[config.mk]
export PLATFORM = sky130hd
export DESIGN_NAME = free_tag_pool
export DESIGN_NICKNAME = d
export VERILOG_FILES = /design/src/rtl/tagpool_pkg.sv /design/src/rtl/tagpool_store.sv /design/src/rtl/tagpool_ctrl.sv /design/src/rtl/free_tag_pool.sv
export SDC_FILE = /design/constraint.sdc
export NUM_CORES = 1
export LEC_CHECK = 0
export BUFFER_PORTS_ARGS = -buffer_cell sky130_fd_sc_hd__buf_2
export CORE_ASPECT_RATIO = 1.75
export CORE_UTILIZATION = 30
export DETAILED_ROUTE_END_ITERATION = 7
export PLACE_DENSITY = 0.44
export RECOVER_POWER = 25
export SLEW_MARGIN = 20
export SYNTH_ARGS = -nofsm -noshare
export SYNTH_HDL_FRONTEND = slang
export SYNTH_SLANG_ARGS = --single-unit
[constraint.sdc]
create_clock -name clk -period 3.77 [get_ports clk]
set_input_delay 0.377 -clock clk [delete_from_list [all_inputs] [get_ports clk]]
set_output_delay 0.377 -clock clk [all_outputs]
set_load 0.05 [all_outputs]
[src/rtl/tagpool_pkg.sv]
package tagpool_pkg;

  // Kind of pool activity in one cycle, brought out for the checker.
  typedef enum logic [1:0] {
    POOL_IDLE = 2'd0,
    POOL_TAKE = 2'd1,
    POOL_GIVE = 2'd2,
    POOL_SWAP = 2'd3
  } pool_op_e;

  // Occupancy from wrap-extended pointers: difference modulo 2^ptr_w.
  function automatic int unsigned fill_level(int unsigned wp, int unsigned rp,
                                             int unsigned ptr_w);
    int unsigned span;
    span = 32'd1 << ptr_w;
    return (wp + span - rp) % span;
  endfunction

  // Pointer advance modulo 2^ptr_w.
  function automatic int unsigned ptr_step(int unsigned p, int unsigned ptr_w);
    return (p + 1) % (32'd1 << ptr_w);
  endfunction

endpackage

[src/rtl/tagpool_store.sv]
module tagpool_store #(
  parameter int TAG_W = 6
) (
  input  logic             clk,
  input  logic             rst_n,
  input  logic             wr_en,
  input  logic [TAG_W-1:0] wr_idx,
  input  logic [TAG_W-1:0] wr_tag,
  input  logic [TAG_W-1:0] rd_idx,
  output logic [TAG_W-1:0] rd_tag
);
  localparam int DEPTH = 1 << TAG_W;

  logic [TAG_W-1:0] slot [DEPTH];

  // One register per slot; reset preloads slot i with tag value i.
  for (genvar i = 0; i < DEPTH; i++) begin : g_slot
    localparam logic [TAG_W-1:0] INIT = TAG_W'(i);
    always_ff @(posedge clk) begin
      if (!rst_n)
        slot[i] <= INIT;
      else if (wr_en && (wr_idx == INIT))
        slot[i] <= wr_tag;
    end
  end

  assign rd_tag = slot[rd_idx];
endmodule

[src/rtl/tagpool_ctrl.sv]
module tagpool_ctrl
  import tagpool_pkg::*;
#(
  parameter int TAG_W = 6
) (
  input  logic             clk,
  input  logic             rst_n,
  input  logic             alloc_req,
  input  logic             ret_valid,
  output logic             take_store,
  output logic             write_store,
  output logic             bypass_hit,
  output logic             give_drop,
  output pool_op_e         op,
  output logic [TAG_W-1:0] rd_idx,
  output logic [TAG_W-1:0] wr_idx,
  output logic [TAG_W:0]   level,
  output logic             is_full,
  output logic             is_empty
);
  localparam int PTR_W = TAG_W + 1;
  localparam int DEPTH = 1 << TAG_W;
  localparam logic [PTR_W-1:0] WR_INIT = PTR_W'(DEPTH);

  logic [PTR_W-1:0] rd_ptr, wr_ptr;

  assign level    = PTR_W'(fill_level(32'(wr_ptr), 32'(rd_ptr), PTR_W));
  assign is_full  = (level == PTR_W'(DEPTH));
  assign is_empty = (level == '0);

  always_comb begin
    bypass_hit  = alloc_req && ret_valid && is_empty;
    take_store  = alloc_req && !is_empty;
    give_drop   = ret_valid && is_full;
    write_store = ret_valid && !is_full && !bypass_hit;
    unique case ({write_store, take_store})
      2'b01:   op = POOL_TAKE;
      2'b10:   op = POOL_GIVE;
      2'b11:   op = POOL_SWAP;
      default: op = POOL_IDLE;
    endcase
  end

  always_ff @(posedge clk) begin
    if (!rst_n) begin
      rd_ptr <= '0;
      wr_ptr <= WR_INIT;
    end else begin
      if (take_store)  rd_ptr <= PTR_W'(ptr_step(32'(rd_ptr), PTR_W));
      if (write_store) wr_ptr <= PTR_W'(ptr_step(32'(wr_ptr), PTR_W));
    end
  end

  assign rd_idx = rd_ptr[TAG_W-1:0];
  assign wr_idx = wr_ptr[TAG_W-1:0];
endmodule

[src/rtl/free_tag_pool.sv]
module free_tag_pool
  import tagpool_pkg::*;
#(
  parameter int TAG_W = 6
) (
  input  logic             clk,
  input  logic             rst_n,
  input  logic             alloc_req,
  output logic             alloc_grant,
  output logic [TAG_W-1:0] alloc_tag,
  output logic             empty,
  input  logic             ret_valid,
  input  logic [TAG_W-1:0] ret_tag,
  output logic             full,
  output logic [TAG_W:0]   count,
  output logic             ret_err
);
  logic             take_store, write_store, bypass_hit, give_drop;
  pool_op_e         op;
  logic [TAG_W-1:0] rd_idx, wr_idx, head_tag;

  tagpool_ctrl #(.TAG_W(TAG_W)) u_ctrl (
    .clk(clk), .rst_n(rst_n), .alloc_req(alloc_req), .ret_valid(ret_valid),
    .take_store(take_store), .write_store(write_store),
    .bypass_hit(bypass_hit), .give_drop(give_drop), .op(op),
    .rd_idx(rd_idx), .wr_idx(wr_idx), .level(count),
    .is_full(full), .is_empty(empty)
  );

  tagpool_store #(.TAG_W(TAG_W)) u_store (
    .clk(clk), .rst_n(rst_n), .wr_en(write_store), .wr_idx(wr_idx),
    .wr_tag(ret_tag), .rd_idx(rd_idx), .rd_tag(head_tag)
  );

  assign alloc_grant = take_store || bypass_hit;
  assign alloc_tag   = bypass_hit ? ret_tag : head_tag;
  assign ret_err     = give_drop;
endmodule

==> results.json, run 1 <==
{
  "report.final.slew_viol_count": 0,
  "numCtsBuffers": 38,
  "relSlewSlack": 0.296,
  "synth.area.top_cells": "edfxtp_1 (61%), mux4_2 (11%), nand2_1 (4.7%)",
  "internal_power_mw": 7.93,
  "yosys.area.top_type_share": 0.613,
  "ir_worst_vdd_v": 0.000333,
  "grt_pass1_wl_mm": 96.5,
  "area_delta_synth_final_pct": 16.6,
  "antenna-diode-count": 0,
  "synth_warnings": 0,
  "routedWlPerCell_um": 29.8,
  "arrival_ns": 3.54,
  "grt_use_met1": 0.243,
  "grt_use_met3": 0.0189,
  "drc": 0,
  "overflow": 0,
  "place_hpwl_mm": 49.2,
  "die_area_sq_um": 63800,
  "drv_cap": 0,
  "grt-busiest-layer": "met2",
  "clk_latency_ns": 0.56,
  "crit_chain": "inv_4, ha_4, fa_1, clkinvlp_4, or3_4, or4_4, nor4_4, buf_6, mux2_4, buf_8",
  "core_area_sq_um": 62100,
  "switchingPower_mw": 3.18,
  "gp_congestion": 0.859,
  "path_class": "reg -> out",
  "skew_ns": 0.0172,
  "clockRootBuffer": "clkbuf_16",
  "register_area_sq_um": 11900,
  "finalPower_mw": 11.1,
  "ant_nets": 0,
  "clock_path_buffers": 3,
  "start_util": 0.303,
  "end_kind": "primary output",
  "switching_share": 0.286,
  "fillers": 6020,
  "clock_sinks": 404,
  "seqPwrFrac": 0.458,
  "cp_num_buf_inv": 4,
  "synthArstFlopShare": 0,
  "hold_path.class": "in -> reg",
  "drt_iter0_drc": 920,
  "rsz0062_at_grt": "true",
  "detail_route.first_pass.iterations": 5,
  "setup_viol_count_final": 6,
  "num_vias": 12322,
  "portBuffers": 26,
  "die_x_um": 191,
  "ys_ff_latch": 404,
  "cts_tree": "built",
  "syn_area_sq_um": 18800,
  "clk_pin_slew_ns": 0.07,
  "syn_avg_cell_area_sq_um": 13.2,
  "via_per_inst": 5.35,
  "synthFlopType": "edfxtp_1",
  "slowest_delay_ns": 0.56,
  "nets": 1501,
  "syn_nets": 1446,
  "critPathLaunchType": "flip-flop",
  "synth_edf_count": 384,
  "routed_wl_mm": 68.6,
  "critPathSlowestCell": "or4_4",
  "finalHoldViolCount": 0,
  "violations": "setup timing",
  "drive_above_1_share": 0.216,
  "min_period_ns": 3.92,
  "yosysUniqueCellTypes": 56,
  "multi_input_area_sq_um": 6430,
  "p_per_area_nw_per_um2": 506,
  "hold_buffers": 0,
  "synthCells": 1424,
  "grt_use_met2": 0.413,
  "ios": 27,
  "power.clock.fraction": 0.354,
  "cp.required_ns": 3.39,
  "antenna_found_initial": 0,
  "htree_levels": 2,
  "grt_max_degree": 52,
  "crit_family": "simple AND/OR/NAND/NOR gates",
  "fin_crit_sh": 1.04,
  "dieHeight_um": 333,
  "post-place-ws_ns": 0.130,
  "outcome": "finished with violations",
  "num_rows": 121,
  "timing.final.ws_setup_ns": -0.152,
  "p_leak_nw": 6.44,
  "synth.yosys.seq_area_share": 0.634,
  "grt_pass1_vias": 12696,
  "grt_util_all_layers": 0.219,
  "comb_power_share": 0.188,
  "tightest_slew_ns": 1.04,
  "cp_max_fo": 6,
  "max_freq_mhz": 255,
  "timing.hold.ws_ns": 0.242,
  "yosys.area.top_type": "edfxtp_1"
}
what timing repair did:
action,in CTS,in global routing
endpoints found under the setup margin,6,25
buffers inserted,5,1
pin swaps,4,2
resized for setup,18,5
endpoints found under the hold margin,0,0
final cells by class:
cell class	instances	area share
well taps	799	0.0456
flip-flops and latches	404	0.544
inverters	17	0.00319
multi-input cells	875	0.293
repair buffers	143	0.0580
clock inverters	18	0.00775
clock buffers	49	0.0481
cells by family (layout without fill, tap and decap cells):
family | Yosys count | count (layout) | share of synthesized area
DFF | 404 | 404 | 0.634
adders and majority gates | 12 | 12 | 0.00838
AOI/OAI and AO/OA | 163 | 163 | 0.0583
and+or+nand+nor | 567 | 567 | 0.133
muxes | 131 | 131 | 0.134
buffers and inverters | 145 | 227 | 0.0315
xor gates and xnor gates | 2 | 2 | 0.000931
metal layers:
layer,vias to the layer above,wire length [um],share of wire
li1,5425,-,-
met3,111,2550,0.037
met2,414,37800,0.55
met5,-,0,0
met4,0,3440,0.050
met1,6372,24800,0.36
path summary, 6_finish.rpt:
path                            startpoint                                 to  slack [ns]  depth (start not counted)
max reg2reg  u_ctrl.wr_ptr[0]$_SDFFE_PN0P_  u_store.slot[39][5]$_SDFFCE_PN1P_        0.07                         12
min reg2reg  u_ctrl.rd_ptr[6]$_SDFFE_PN0P_      u_ctrl.rd_ptr[6]$_SDFFE_PN0P_        0.48                          2
min                                  rst_n      u_ctrl.wr_ptr[5]$_SDFFE_PN0P_        0.24                          3
max          u_ctrl.wr_ptr[0]$_SDFFE_PN0P_                       alloc_tag[3]       -0.15                         10
cell usage in the layout (no fill, tap or decap), drive strengths merged, types with 2 or more instances in the layout:
cell type,n
nand2,238
o221ai,3
ha,11
o211ai,14
and2,16
or3,19
bufinv,3
clkbuf,50
buf,142
nor4,3
and3,27
o21ai,76
nand4,7
mux2,3
a21oi,17
mux2i,32
a211oi,5
clkinvlp,2
o21a,2
dfxtp,20
o22ai,5
a22o,12
a221oi,17
or4,2
o31a,2
edfxtp,384
clkinv,14
nor3,43
nand2b,8
mux4,96
inv,16
a2111oi,5
nor2,168
o311ai,3
nor2b,10
nand3,20
state kept, by name, summed over array words and instances, names as in the netlist, named ones only:
register       flops
u_ctrl.wr_ptr      7
u_store.slot     384
u_ctrl.rd_ptr      7
cell usage after synthesis, types with 3 or more instances:
library cell	instances
edfxtp_1	384
nand2_1	238
nor2_1	168
mux4_2	96
clkbuf_1	83
o21ai_0	75
nor3_1	43
mux2i_1	32
and3_1	27
buf_2	23
dfxtp_1	20
nand3_1	20
or3_1	19
buf_1	18
a21oi_1	17
a221oi_1	17
inv_1	16
and2_1	15
a22o_1	12
ha_1	11
o211ai_1	11
nor2b_1	10
nand2b_1	8
nand4_1	7
o22ai_1	5
a2111oi_2	4
a211oi_2	3
buf_4	3
o211ai_2	3
o221ai_1	3
power groups by stage:
stage,clock network (mW),logic (mW),registers (mW)
after global placement,0,2.02,5.19
after detailed placement,0,2.02,5.19
final,3.93,2.08,5.09
after global routing,4.11,2.17,5.10
after floorplan,0,1.25,5.14
after CTS,3.99,2.09,5.09
tightest hold or removal path: cells and delay by family:
kind,cells,cell delay [ns]
multiplexers,1,0.05
buffers and inverters,1,0.20
AND/OR/NAND/NOR,1,0.10
metrics by stage:
stage / util / instances / area (sq um) / TNS [ns]
finish: 0.354 / 2305 / 21900 / -0.716
global route: 0.354 / 2305 / 21900 / -1.86
CTS: 0.353 / 2304 / 21900 / -1.50
detailed placement: 0.332 / 2232 / 20600 / 0
global placement: 0.332 / 2232 / 20600 / 0
floorplan: - / 1424 / 18900 / -4.41
Power figures use the tool's default switching activity.
==> inputs of run 2 (changes only) <==
- ABC_AREA: not set -> 1
==> run 2 against run 1 <==
  * The run now ends clean
  * Global-route usage is 2.2 points lower
  * Power is 4.7% lower
  * Combinational power down 16%
  * Critical endpoint unchanged
  * Highest routed layer unchanged
==> results.json, run 2 <==
{
  "cp_num_buf_inv": 3,
  "place_hpwl_mm": 44.3,
  "crit_family": "adder cells",
  "p_leak_nw": 7.89,
  "postCtsSetupBuffers": 0,
  "final_cell_mix": "nand2_1 (623), nand3_1 (399), edfxtp_1 (384), nor2_1 (287), nand4_1 (190)",
  "dieHeight_um": 346,
  "register_area_sq_um": 11900,
  "synthFlopType": "edfxtp_1",
  "num_vias": 16137,
  "ys_ff_latch": 404,
  "drc": 0,
  "drt_iter0_drc": 1152,
  "via_per_inst": 5.22,
  "crit_top_cell": "nor2_1",
  "arrival_ns": 3.18,
  "syn_area_sq_um": 20300,
  "fin_crit_sh": 0.944,
  "multi_input_area_sq_um": 7280,
  "cp_max_fo": 17,
  "die_area_sq_um": 68900,
  "synth_xor_area_frac": 0.00388,
  "hold_buffers": 0,
  "clock_path_buffers": 3,
  "synth_warnings": 0,
  "yosys.area.top_type_share": 0.567,
  "ant_nets": 0,
  "report.final.slew_viol_count": 0,
  "clock_sinks": 404,
  "detail_route.first_pass.iterations": 6,
  "grt_max_degree": 135,
  "nets": 2192,
  "dp.cells": 3018,
  "wl_met2_mm": 35.9,
  "timing.hold.ws_ns": 0.198,
  "syn_avg_cell_area_sq_um": 9.02,
  "clk_latency_ns": 0.55,
  "finalHoldViolCount": 0,
  "clockRootBuffer": "clkbuf_16",
  "rrSetupSlack_ns": 0.43,
  "final_common_cell": "nand2_1",
  "drive_above_1_share": 0.0687,
  "max_freq_mhz": 281,
  "overflow": 0,
  "whs_path_depth": 3,
  "yosysUniqueCellTypes": 31,
  "start_util": 0.305,
  "die_x_um": 199,
  "synth_edf_count": 384,
  "p_per_area_nw_per_um2": 471,
  "wl_met3_mm": 3.27,
  "grt_util_all_layers": 0.197,
  "num_rows": 125,
  "regMostFlops": "u_store.slot",
  "numCtsBuffers": 39,
  "syn_nets": 2276,
  "highest_layer": "met4",
  "tightest_slew_ns": 1.08,
  "setup_viol_count_final": 0,
  "yosys.area.top_type": "edfxtp_1",
  "min_period_ns": 3.56,
  "antenna_found_initial": 0,
  "synthTopCellsByCount": "nand2_1 (624), nand3_1 (400), edfxtp_1 (384)",
  "synthArstFlopShare": 0,
  "critPathSlowestCell": "fa_1",
  "grt_pass1_vias": 15890,
  "critPathLaunchType": "flip-flop",
  "synth.area.top_cells": "edfxtp_1 (57%), nand2_1 (12%), nand3_1 (9.8%)",
  "synth_compound_area_frac": 0.0103,
  "wl_met1_mm": 24.7,
  "clk_pin_slew_ns": 0.07,
  "yosys.area_share.simple": 0.335,
  "path_class": "reg -> out",
  "synth_top_family_by_area": "simple AND/OR/NAND/NOR gates",
  "grt_pass1_wl_mm": 99.5,
  "synth_most_common_cell": "nand2_1",
  "cp.required_ns": 3.39,
  "core_area_sq_um": 66600,
  "area_delta_synth_final_pct": 10.5,
  "gp_congestion": 0.935,
  "synth.yosys.seq_area_share": 0.587,
  "largest_register_ffs": 384,
  "reg2reg_depth": 15,
  "routedWlPerCell_um": 22.0,
  "outcome": "finished clean",
  "synthMuxAreaShare": 0,
  "cts_tree": "built",
  "synth_fa_ha_area_frac": 0.00775,
  "portBuffers": 26,
  "stdcell_count": 3089,
  "fillers": 7062,
  "htree_levels": 2,
  "crit_chain": "inv_1, ha_1, fa_1, xnor2_2, nor2_1, nand3_1, nor2_1, nand3_2, buf_6, a31oi_1, clkbuf_4",
  "ir_worst_vdd_v": 0.000398,
  "synthCells": 2254,
  "hold_path.class": "in -> reg",
  "drv_cap": 0,
  "ios": 27,
  "reg_top3": "u_store.slot: 384 flops, u_ctrl.rd_ptr: 7 flops, u_ctrl.wr_ptr: 7 flops",
  "cp.depth": 11,
  "skew_ns": 0.0131,
  "relSlewSlack": 0.277,
  "routed_wl_mm": 67.8,
  "slowest_delay_ns": 0.44,
  "end_kind": "primary output"
}
[run 2: changes by cell type in the layout (fill, tap and decap cells not counted), moves of 28 or more]
cell     previous run  this run
nand2_1           238       623
nand3_1            20       399
nand4_1             7       190
nor2_1            167       287
mux4_2             96         0
buf_4             101        28
o21ai_0            73        20
inv_1              13        59
nor3_1             43         4
mux2i_1            28         0
[run 2: worst paths after layout]
| kind | from | endpoint |
|---|---|---|
| worst max-delay path | u_ctrl.wr_ptr[0]$_SDFFE_PN0P_ | alloc_tag[3] |
| worst min-delay path | alloc_req | u_ctrl.rd_ptr[6]$_SDFFE_PN0P_ |
| worst max register to register | u_ctrl.wr_ptr[0]$_SDFFE_PN0P_ | u_store.slot[20][1]$_SDFFCE_PN0P_ |
| worst min register to register | u_ctrl.rd_ptr[6]$_SDFFE_PN0P_ | u_ctrl.rd_ptr[6]$_SDFFE_PN0P_ |
[run 2: final cells by class]
| class | count | area share |
|---|---|---|
| antenna | 1 | 0.000111 |
| inverter | 71 | 0.0125 |
| tap | 889 | 0.0495 |
| timing repair buffer | 69 | 0.0313 |
| clock inverter | 18 | 0.00395 |
| sequential | 404 | 0.531 |
| clock buffer | 52 | 0.0475 |
| multi-input combinational | 1585 | 0.324 |
[run 2: per-layer routing]
metal  track usage  up-vias
li1              -     7645
met1         0.214     7820
met2         0.361      537
met3        0.0234      135
met4         0.115        0
met5             0        -
[run 2: cells by family after synthesis]
group,after synthesis
AO/OA/AOI/OAI,40
XOR/XNOR,9
adder cells (fa/ha/maj),12
buffers and inverters,265
flip-flops,404
AND/OR/NAND/NOR,1524
[run 2: tightest hold or removal path, cell delays in order]
cell and delay (ns):
buf_2 0.16, nand3_1 0.10, a21oi_1 0.05
[run 2: power by group]
group	internal, mW	switching (mW)	leakage (nW)
combinational	0.404	1.35	3.68
sequential	5.03	0.0753	3.65
clock	2.00	1.72	0.564
[run 2: through the flow]
step                      setup slack [ns]  area (sq um)   TNS, ns  total power, mW  utilization
after global routing              -0.00140         22500  -0.00140             10.9        0.337
after global placement               0.523         21300         0             6.95        0.320
after floorplan                     0.0599         20300         0             6.31            -
after CTS                           0.0407         22400         0             10.6        0.337
after detailed placement             0.394         21300         0             6.96        0.320
final                                0.209         22500         0             10.6        0.337
[run 2: timing repair]
item	in CTS	in global routing
gates resized for setup	0	13
endpoints found under the setup margin	0	6
endpoints found under the hold margin	0	0
==> inputs of run 3 (changes only) <==
- HOLD_SLACK_MARGIN: not set -> 0.08
- clock period: 3.77 -> 4 ns (I/O delays scaled with it)
==> run 3 against run 2 <==
  * First-iteration DRC count decreased by 1.4%
  * Final area about the same
  * Combinational power decreased by 7%
  * Critical path type unchanged
  * Largest power group unchanged
  * Highest routed layer unchanged
==> results.json, run 3 (synthesis gave the netlist of run 2 again) <==
{
  "portBuffers": 26,
  "clockRootBuffer": "clkbuf_16",
  "largest_register_ffs": 384,
  "min_period_ns": 3.72,
  "cp_max_fo": 11,
  "grt_max_degree": 193,
  "reg2reg_to": "u_store.slot[63][4]$_SDFFCE_PN1P_",
  "num_rows": 125,
  "hold_path.class": "in -> reg",
  "dieHeight_um": 346,
  "routed_wl_mm": 68.1,
  "ir_worst_vdd_v": 0.000415,
  "clk_pin_slew_ns": 0.07,
  "relSlewSlack": 0.322,
  "area_delta_synth_final_pct": 10.7,
  "die_x_um": 199,
  "max_freq_mhz": 269,
  "nets": 2187,
  "timing.hold.ws_ns": 0.180,
  "grt_pass1_wl_mm": 101,
  "final_cell_mix": "nand2_1 (625), nand3_1 (408), edfxtp_1 (384), nor2_1 (287), nand4_1 (190)",
  "antenna_found_initial": 0,
  "final_common_cell": "nand2_1",
  "end_kind": "primary output",
  "fillers": 6992,
  "via_per_inst": 5.21,
  "drc": 0,
  "reg2reg_depth": 15,
  "gp_congestion": 0.933,
  "cp.required_ns": 3.60,
  "fin_setup_tns_ns": 0,
  "arrival_ns": 3.32,
  "drive_above_1_share": 0.0611,
  "overflow": 0,
  "finalHoldViolCount": 0,
  "clock_sinks": 404,
  "die_area_sq_um": 68900,
  "outcome": "finished clean",
  "htree_levels": 2,
  "hold_buffers": 0,
  "grt_pass1_vias": 16166,
  "rsz0062_at_grt": "false",
  "setup_viol_count_final": 0,
  "routedWlPerCell_um": 22.1,
  "drt_iter0_drc": 1136,
  "rrSetupSlack_ns": 0.35,
  "reg2reg_from": "u_ctrl.wr_ptr[0]$_SDFFE_PN0P_",
  "place_hpwl_mm": 44.7,
  "skew_ns": 0.0144,
  "critPathLaunchType": "flip-flop",
  "fin_crit_sh": 0.931,
  "hp-start": "alloc_req",
  "num_vias": 16059,
  "drv_cap": 0,
  "report.final.slew_viol_count": 0,
  "min_to": "u_ctrl.rd_ptr[6]$_SDFFE_PN0P_",
  "p_leak_nw": 7.90,
  "detail_route.first_pass.iterations": 5,
  "p_per_area_nw_per_um2": 464,
  "cts_tree": "built",
  "clk_latency_ns": 0.57,
  "tightest_slew_ns": 1.01,
  "path_class": "reg -> out",
  "whs_path_depth": 3,
  "grt_util_all_layers": 0.200,
  "start_util": 0.305,
  "ios": 27,
  "numCtsBuffers": 40,
  "reg_top3": "u_store.slot: 384 flops, u_ctrl.rd_ptr: 7 flops, u_ctrl.wr_ptr: 7 flops",
  "core_area_sq_um": 66600,
  "ant_nets": 0,
  "antenna-diode-count": 0,
  "clock_path_buffers": 3,
  "regMostFlops": "u_store.slot"
}
run 3: metal layers:
metal,GRT usage,vias to the layer above,share of wire
li1,-,7626,-
met1,0.218,7784,0.36
met2,0.371,514,0.53
met3,0.0187,135,0.045
met4,0.113,0,0.058
met5,0,-,0
run 3: timing repair:
item / 4_1_cts / 5_1_grt
buffers inserted: 0 / 0
setup endpoints to repair: 0 / 6
gates resized for setup: 0 / 3
run 3: power by group:
part / internal [mW] / switching [mW]
sequential: 4.75 / 0.0561
clock: 2.33 / 1.68
combinational: 0.355 / 1.27
run 3: worst max-delay path by stage:
| stage | startpoint | to | slack [ns] | depth (start not counted) |
|---|---|---|---|---|
| 6_report | u_ctrl.wr_ptr[0]$_SDFFE_PN0P_ | alloc_grant | 0.28 | 13 |
| 5_1_grt | u_ctrl.wr_ptr[0]$_SDFFE_PN0P_ | u_store.slot[31][4]$_SDFFCE_PN1P_ | 0.02 | 15 |
| 4_1_cts | u_ctrl.wr_ptr[0]$_SDFFE_PN0P_ | alloc_tag[0] | 0.09 | 11 |
| 3_5_place_dp | u_ctrl.wr_ptr[0]$_SDFFE_PN0P_ | u_store.slot[60][2]$_SDFFCE_PN1P_ | 0.39 | 13 |
| 3_3_place_gp | u_ctrl.wr_ptr[0]$_SDFFE_PN0P_ | u_store.slot[60][2]$_SDFFCE_PN1P_ | 0.49 | 13 |
| 2_1_floorplan | u_ctrl.wr_ptr[0]$_SDFFE_PN0P_ | alloc_tag[2] | 0.27 | 12 |
run 3: per-stage QoR:
| stage | cell area [sq um] | utilization | setup slack, ns | std cells | total power [mW] |
|---|---|---|---|---|---|
| floorplan | 20300 | - | 0.267 | 2254 | 5.95 |
| global placement | 21200 | 0.318 | 0.495 | 3012 | 6.53 |
| detailed placement | 21200 | 0.318 | 0.393 | 3012 | 6.54 |
| CTS | 22600 | 0.339 | 0.0915 | 3082 | 10.5 |
| global route | 22500 | 0.338 | 0.0183 | 3082 | 10.8 |
| finish | 22500 | 0.338 | 0.278 | 3082 | 10.4 |
run 3: layout make-up:
type,instances,area [sq um],share of cell area
Inverter,71,280,0.0125
Sequential cell,404,11900,0.531
Timing Repair Buffer,63,597,0.0265
Multi-Input combinational cell,1585,7210,0.321
Clock buffer,45,1040,0.0463
Clock inverter,25,310,0.0138
Tap cell,889,1110,0.0494
run 3: worst max-delay path, cell delays in order, from the launching register on:
cell	delay (ns)
dfxtp_1	0.41
inv_1	0.12
ha_1	0.22
fa_1	0.41
inv_1	0.09
nand3_1	0.08
nand3b_1	0.10
nand2_1	0.07
nand3_1	0.17
inv_1	0.09
nand2_1	0.27
nand2_1	0.32
nand2_1	0.13
buf_2	0.27
